===== config.mk =====
export PLATFORM = sky130hd
export DESIGN_NAME = pwr_state_ctl
export DESIGN_NICKNAME = d
export VERILOG_FILES = /design/src/rtl/pwr_state_pkg.sv /design/src/rtl/pwr_sleep_guard.sv /design/src/rtl/pwr_stab_timer.sv /design/src/rtl/pwr_fsm.sv /design/src/rtl/pwr_state_ctl.sv
export SDC_FILE = /design/constraint.sdc
export NUM_CORES = 1
export LEC_CHECK = 0
export ABC_CLOCK_PERIOD_IN_PS = 2700
export BUFFER_PORTS_ARGS = -buffer_cell sky130_fd_sc_hd__buf_2
export CAP_MARGIN = 20
export CORE_ASPECT_RATIO = 1.1
export CORE_UTILIZATION = 30
export CTS_BUF_LIST = sky130_fd_sc_hd__clkbuf_2 sky130_fd_sc_hd__clkbuf_4 sky130_fd_sc_hd__clkbuf_8
export CTS_CLUSTER_DIAMETER = 100
export CTS_CLUSTER_SIZE = 10
export DETAILED_ROUTE_END_ITERATION = 12
export PLACE_DENSITY = 0.53
export SLEW_MARGIN = 40
export SYNTH_ARGS = -nofsm -noshare
export SYNTH_HDL_FRONTEND = slang
export SYNTH_SLANG_ARGS = --single-unit

===== constraint.sdc =====
create_clock -name clk -period 2.7 [get_ports clk]
set_clock_uncertainty 0.1 [all_clocks]
set_input_delay 0.135 -clock clk [delete_from_list [all_inputs] [get_ports clk]]
set_output_delay 0.135 -clock clk [all_outputs]
set_load 0.05 [all_outputs]

===== src/rtl/pwr_state_pkg.sv =====
package pwr_state_pkg;

  typedef enum logic [1:0] {
    PS_RUN       = 2'b00,
    PS_HALT      = 2'b01,
    PS_SLEEP     = 2'b10,
    PS_WAKE_WAIT = 2'b11
  } pwr_state_e;

  // Deep stop is allowed only on the slow clock with the fast oscillator off.
  function automatic logic sleep_allowed(input logic sel_fast, input logic fast_on);
    return !sel_fast && !fast_on;
  endfunction

  // Counter preload so that the wait state lasts exactly n cycles.
  function automatic int unsigned stab_preload(input int unsigned n);
    return (n == 0) ? 0 : n - 1;
  endfunction

endpackage


===== src/rtl/pwr_sleep_guard.sv =====
module pwr_sleep_guard (
  input  logic clk,
  input  logic rst_n,
  input  logic clk_sel_osc3,
  input  logic osc3_on,
  input  logic refuse_evt,
  output logic sleep_ok,
  output logic sleep_err
);
  import pwr_state_pkg::*;

  assign sleep_ok = sleep_allowed(clk_sel_osc3, osc3_on);

  always_ff @(posedge clk or negedge rst_n) begin
    if (!rst_n)          sleep_err <= 1'b0;
    else if (refuse_evt) sleep_err <= 1'b1;
  end
endmodule


===== src/rtl/pwr_stab_timer.sv =====
module pwr_stab_timer #(
  parameter int unsigned STAB_CYCLES = 16
) (
  input  logic clk,
  input  logic rst_n,
  input  logic load,
  input  logic run,
  output logic zero
);
  import pwr_state_pkg::*;

  localparam int unsigned CW = (STAB_CYCLES > 2) ? $clog2(STAB_CYCLES) : 1;
  localparam logic [CW-1:0] PRELOAD = CW'(stab_preload(STAB_CYCLES));

  logic [CW-1:0] cnt;

  always_ff @(posedge clk or negedge rst_n) begin
    if (!rst_n)                 cnt <= '0;
    else if (load)              cnt <= PRELOAD;
    else if (run && cnt != '0)  cnt <= cnt - 1'b1;
  end

  assign zero = (cnt == '0);
endmodule


===== src/rtl/pwr_fsm.sv =====
module pwr_fsm (
  input  logic                      clk,
  input  logic                      rst_n,
  input  logic                      halt_req,
  input  logic                      sleep_req,
  input  logic                      irq_pending,
  input  logic                      k10_irq,
  input  logic                      wdt_timeout,
  input  logic                      sleep_ok,
  input  logic                      stab_zero,
  output pwr_state_pkg::pwr_state_e state,
  output logic                      load_stab,
  output logic                      refuse_evt,
  output logic                      wdt_evt,
  output logic                      reset_req
);
  import pwr_state_pkg::*;

  pwr_state_e nxt;

  always_comb begin
    nxt        = state;
    load_stab  = 1'b0;
    refuse_evt = 1'b0;
    wdt_evt    = 1'b0;
    unique case (state)
      PS_RUN: begin
        if (sleep_req) begin
          if (sleep_ok) nxt = PS_SLEEP;
          else          refuse_evt = 1'b1;
        end else if (halt_req) begin
          nxt = PS_HALT;
        end
      end
      PS_HALT: begin
        if (irq_pending) begin
          nxt = PS_RUN;
        end else if (wdt_timeout) begin
          nxt     = PS_RUN;
          wdt_evt = 1'b1;
        end
      end
      PS_SLEEP: begin
        if (k10_irq) begin
          nxt       = PS_WAKE_WAIT;
          load_stab = 1'b1;
        end
      end
      PS_WAKE_WAIT: begin
        if (stab_zero) nxt = PS_RUN;
      end
      default: nxt = PS_RUN;
    endcase
  end

  always_ff @(posedge clk or negedge rst_n) begin
    if (!rst_n) begin
      state     <= PS_RUN;
      reset_req <= 1'b0;
    end else begin
      state     <= nxt;
      reset_req <= wdt_evt;
    end
  end
endmodule


===== src/rtl/pwr_state_ctl.sv =====
module pwr_state_ctl #(
  parameter int unsigned STAB_CYCLES = 16
) (
  input  logic       clk,
  input  logic       rst_n,
  input  logic       halt_req,
  input  logic       sleep_req,
  input  logic       irq_pending,
  input  logic       k10_irq,
  input  logic       wdt_timeout,
  input  logic       clk_sel_osc3,
  input  logic       osc3_on,
  output logic       cpu_clk_en,
  output logic       osc_en,
  output logic       reset_req,
  output logic       cpu_running,
  output logic       sleep_err,
  output logic [1:0] state_o
);
  import pwr_state_pkg::*;

  pwr_state_e state;
  logic sleep_ok, stab_zero, load_stab, refuse_evt, wdt_evt;

  pwr_sleep_guard u_guard (
    .clk          (clk),
    .rst_n        (rst_n),
    .clk_sel_osc3 (clk_sel_osc3),
    .osc3_on      (osc3_on),
    .refuse_evt   (refuse_evt),
    .sleep_ok     (sleep_ok),
    .sleep_err    (sleep_err)
  );

  pwr_stab_timer #(.STAB_CYCLES(STAB_CYCLES)) u_stab (
    .clk   (clk),
    .rst_n (rst_n),
    .load  (load_stab),
    .run   (state == PS_WAKE_WAIT),
    .zero  (stab_zero)
  );

  pwr_fsm u_fsm (
    .clk         (clk),
    .rst_n       (rst_n),
    .halt_req    (halt_req),
    .sleep_req   (sleep_req),
    .irq_pending (irq_pending),
    .k10_irq     (k10_irq),
    .wdt_timeout (wdt_timeout),
    .sleep_ok    (sleep_ok),
    .stab_zero   (stab_zero),
    .state       (state),
    .load_stab   (load_stab),
    .refuse_evt  (refuse_evt),
    .wdt_evt     (wdt_evt),
    .reset_req   (reset_req)
  );

  assign state_o     = state;
  assign cpu_clk_en  = (state == PS_RUN);
  assign cpu_running = (state == PS_RUN);
  assign osc_en      = (state != PS_SLEEP);
endmodule


## After elaboration in Yosys (flattened, before gate mapping)

Index checks and enable logic that the tools add are counted.

| storage, ports and cells | value |
|---|---|
| bits of input ports | 9 |
| word-level logic and storage cells | 41 |
| flip-flop bits (word level) | 8 |
| output and inout port bits | 7 |

| operators by class | value |
|---|---|
| eq/ne operators | 9 |
| reductions and logical operators | 9 |
| muxes and demuxes | 18 |
| $add $sub $neg | 1 |

Operator list:

| kind | number |
|---|---|
| 2-bit 2-to-1 mux | 7 |
| 1-bit 2-to-1 mux | 8 |
| 4-bit 2-to-1 mux | 2 |
| 2-bit one-hot mux with 4 select lines | 1 |
| 2-bit inequality test (second input constant) | 3 |
| 3-bit inequality test (second input constant) | 2 |
| 5-bit AND reduction | 1 |
| 2-bit equality test (second input constant) | 2 |
| 4-bit logical NOT | 1 |
| 4-bit nonzero test | 1 |
| 4-bit by 1-bit subtractor with 4-bit output (second input constant) | 1 |
| 3-bit by 2-bit inequality test with 1-bit output (second input constant) | 1 |
| 2-bit by 1-bit equality test with 1-bit output (second input constant) | 1 |
| 1-bit logical AND | 2 |
| 1-bit logical NOT | 2 |
| 2-bit logical NOT | 1 |
| 2-bit nonzero test | 1 |

## Depth between registers and ports, before layout

| depth | value |
|---|---|
| word-level depth | 5 |
| mapped depth | 5 |
| mapped depth without buffers | 5 |

## Modules after synthesis

From an unflattened synthesis, not the netlist that was laid out.

| second synthesis, totals | value |
|---|---|
| cell total of the unflattened synthesis | 42 |
| area, all modules | 431.7 um2 |

By module, submodules not included:

| module | times used | cells each | seq. area each (um2) | area each (um2) |
|---|---|---|---|---|
| pwr_stab_timer | 1 | 21 | 100.1 | 219.0 |
| pwr_fsm | 1 | 14 | 75.1 | 153.9 |
| pwr_sleep_guard | 1 | 3 | 25.0 | 35.0 |
| pwr_state_ctl | 1 | 4 | 0.0 | 23.8 |

## Least setup slack after synthesis

OpenSTA, ideal clock, no wires.

| path | value |
|---|---|
| kind | reg-to-output |
| start | register u_fsm.state[0] |
| end | output cpu_running |
| cell stages (with the launch flop) | 3 |
| path buffers | 1 |
| required time | 2.465 ns |
| setup slack | 0.725 ns |
| arrival time | 1.740 ns |
| cells stage by stage | dfrtp_1 -> nor2_1 -> buf_4 |

| between the ends | value |
|---|---|
| cells in the longest elaborated chain, start to end | 1 |

Ends and longest elaborated chain:

| item | RTL line | source |
|---|---|---|
| from (decl) | pwr_fsm.sv:11 | `output pwr_state_pkg::pwr_state_e state,` |
| from (signal assigned) | pwr_fsm.sv:61 | `state <= nxt;` |
| 2-bit logical NOT | -- |  |
| to (decl) | pwr_state_ctl.sv:16 | `output logic cpu_running,` |

Every way passes these cells.

## Worst setup path after layout

| path | value |
|---|---|
| start | register u_stab.cnt[0] |
| end | register u_stab.cnt[0] |

| between the ends | value |
|---|---|
| cells in the longest elaborated chain, start to end | 3 |
| elaborated cells on any way between the ends | 6 |
| those cells by class | add/sub: 1; mux: 2; reduce/logical: 3 |

Ends and longest elaborated chain:

| item | RTL line | source |
|---|---|---|
| from (decl) | pwr_stab_timer.sv:15 | `logic [CW-1:0] cnt;` |
| from (signal assigned) | pwr_stab_timer.sv:20 | `else if (run && cnt != '0) cnt <= cnt - 1'b1;` |
| 4-bit by 1-bit subtractor with 4-bit output or 4-bit nonzero test (tied branches) | pwr_stab_timer.sv:20 |  |
| 4-bit 2-to-1 mux or 1-bit logical AND (tied branches) | pwr_stab_timer.sv:20 |  |
| 4-bit 2-to-1 mux or 2-bit nonzero test (tied branches) | -- |  |

Parallel ways exist; a longest one is shown, timed or not. The select of a mux whose other input is x is not followed.
A chain may end at the register's enable or synchronous reset.

==> flow_metrics.tcl <==
set metrics [dict create \
    cts.clk_slew.worst_paths_ns 0.05 \
    numClockSinks 8 \
    synthAdderAreaFrac 0.0277 \
    hold_viol_final 0 \
    worstPathRequired_ns 2.77 \
    antenna_found_initial 0 \
    cts-buffers-inserted 3 \
    setup.worst_path.start "u_stab.cnt[0]" \
    h-tree-depth 1 \
    drive_gt1_frac 0.323 \
    synth_edf_count 0 \
    dp_hpwl_um 665 \
    synth_mux_area_frac 0 \
    maxSlewViolCount 0 \
    netlist-cell-type-count 24 \
    async_reset_ff_frac 1.00 \
    p_leak_nw 0.270 \
    cts_tree "yes" \
    drc 0 \
    r2r-end "u_stab.cnt[0]" \
    status "finished clean" \
    power_density_mw_per_mm2 1120 \
    core_mm2 0.00138 \
    synth.cell_area_um2 452 \
    ys.flop_type "dfrtp_1" \
    post-route-min-period_ns 1.61 \
    io_pins 16 \
    end_kind "register" \
    antenna_cells 0 \
    syn_to_final_growth_pct 26.9 \
    yosys_warnings 0 \
    grt-ovfl-total 0 \
    netlist_instances 48 \
    grt_use_total 0.142 \
    dp_cells 76 \
    cp-start-kind "register" \
    criticalPathCategory "register to register" \
    worst_hold_slack_ns 0.0190 \
    stdcell_count 81 \
    cts_resized 0 \
    clock.fmax_mhz 622 \
    seq_area_frac_synth 0.443 \
    synth_compound_area_frac 0.202 \
    synth_top_family_by_area "simple AND/OR/NAND/NOR gates" \
    gp_congestion 0.774 \
    via_count 423 \
    clock-root-buffer "clkbuf_4" \
    die_w_um 39.0 \
    grt_pass1_vias 392 \
    grt_max_degree 19 \
    crit_fanout 5 \
    rrSetupSlack_ns 1.09 \
    rsz0062_at_grt "false" \
    r2r-start "u_stab.cnt[0]" \
    syn_avg_cell_area_um2 9.41 \
    crit_end "u_stab.cnt[0]" \
    max_slew_margin 0.661 \
    synthSimpleGateAreaFrac 0.266 \
    hp-class "input port to register" \
    wl_um 896 \
    ys_seq_elements 8 \
    postCtsSetupRepairBufs 0 \
    finalCritPeriodShare 0.595 \
    ff2ff_path_depth 5 \
    clkLatencyLatePin_ns 0.25 \
    arrival_ns 1.68 \
    clockBufferDepth 2 \
    p_total_mw 0.640 \
    port_buffers 15 \
    grt_pass1_wl_um 1550 \
    drt_pass1_iterations 4 \
    die_height_um 42.7 \
    synthXorXnorAreaFrac 0 \
    die-area_mm2 0.00166 \
    synth_fp_nets 58 \
    tns_ns 0 \
    min_from "wdt_timeout" \
    cap_violations 0 \
    nNetsFinal 77 \
    viasPerCell 5.22 \
    routedWlPerCell_um 11.1 \
    antenna_left 0 \
    start_util 0.326 \
    worstMarginPinSlew_ns 0.509 \
    finalSetupViolCount 0 \
    drt_iter0_markers 5 \
    vdd_drop_max_mv 0.550 \
    rows 14 \
]
report_power, final:
part	leakage, nW	internal [mW]	switching [mW]
logic	0.171	0.122	0.179
registers	0.0854	0.167	0.0817
clock network	0.0138	0.0507	0.0389
total	0.270	0.340	0.300
routing by layer:
layer / part of all wire / routed length, µm / up-vias / track usage
li1: - / - / 207 / -
met1: 0.43 / 389 / 196 / 0.158
met2: 0.48 / 434 / 15 / 0.207
met3: 0.039 / 35 / 5 / 0.0471
met4: 0.040 / 36 / 0 / 0.124
met5: 0 / 0 / - / 0
cell families (layout without fill, tap and decap cells):
logic type / count (synthesis) / after routing
DFF: 8 / 8
AOI/OAI and AO/OA: 13 / 13
adders and majority gates: 1 / 1
buffers and inverters: 6 / 23
and+or+nand+nor: 20 / 20
cells in the final DEF, fill, tap and decap left out:
master	instances
nand4b_1	1
and2_4	1
inv_1	3
a221oi_1	1
dfrtp_1	8
ha_1	1
o22ai_1	2
or3b_4	1
nor4b_1	1
nor3b_1	1
dlygate4sd3_1	2
buf_2	15
a22o_1	2
a21oi_1	3
nor3_1	3
a31oi_1	2
o21a_1	1
o211ai_1	1
nor2_1	3
a21bo_2	1
nand2b_1	5
clkbuf_4	3
nand3_1	2
nand2_1	2
timing repair:
action	CTS	global route
endpoints found under the setup margin	0	0
endpoints found under the hold margin	9	0
hold buffers	2	0
synth_stat cells (all sizes together) (2+ instances only):
master,instances,area share
nand2b,5,0.069
inv,3,0.025
nand2,2,0.017
o22ai,2,0.028
a31oi,2,0.028
buf,2,0.028
a21oi,3,0.033
nor3,3,0.033
nor2,3,0.025
a22o,2,0.039
nand3,2,0.022
dfrtp,8,0.44
area by class of cell:
type                       count  area [µm²]
clock buffer                   3        22.5
fill                         143         811
inverter                       3        11.3
multi-input combinational     34         224
sequential                     8         200
tap                           16        20.0
timing repair buffer          17        95.1
per-stage QoR:
| step | area [µm²] | util | worst slack (ns) |
|---|---|---|---|
| 4_1_cts | 573 | 0.414 | 1.08 |
| 2_1_floorplan | 452 | - | 0.725 |
| 3_5_place_dp | 531 | 0.383 | 1.10 |
| 6_report | 573 | 0.414 | 1.09 |
| 5_1_grt | 573 | 0.414 | 1.01 |
| 3_3_place_gp | 531 | 0.383 | 1.11 |
sequential cells by signal, indices dropped and copies added (netlist names):
| signal | flops |
|---|---|
| u_fsm.reset_req | 1 |
| u_fsm.state | 2 |
| u_stab.cnt | 4 |
| u_guard.sleep_err | 1 |
how the worst min path moves through the flow:
| stage | end | slack [ns] | cells after the start |
|---|---|---|---|
| after CTS | u_fsm.reset_req | 0.02 | 3 |
| after global routing | u_fsm.reset_req | 0.01 | 3 |
| after floorplan | u_fsm.reset_req | -0.26 | 0 |
| final | u_fsm.reset_req | 0.02 | 3 |
| after global placement | u_stab.cnt[1] | -0.11 | 1 |
| after detailed placement | u_stab.cnt[1] | -0.11 | 1 |
worst max-delay path, stage by stage, from the launching register on:
cell and delay (ns):
dfrtp_1 0.40, inv_1 0.07, ha_1 0.20, or3b_4 0.43
and2_4 0.17, a31oi_1 0.16
(Power assumes the default switching activity.)
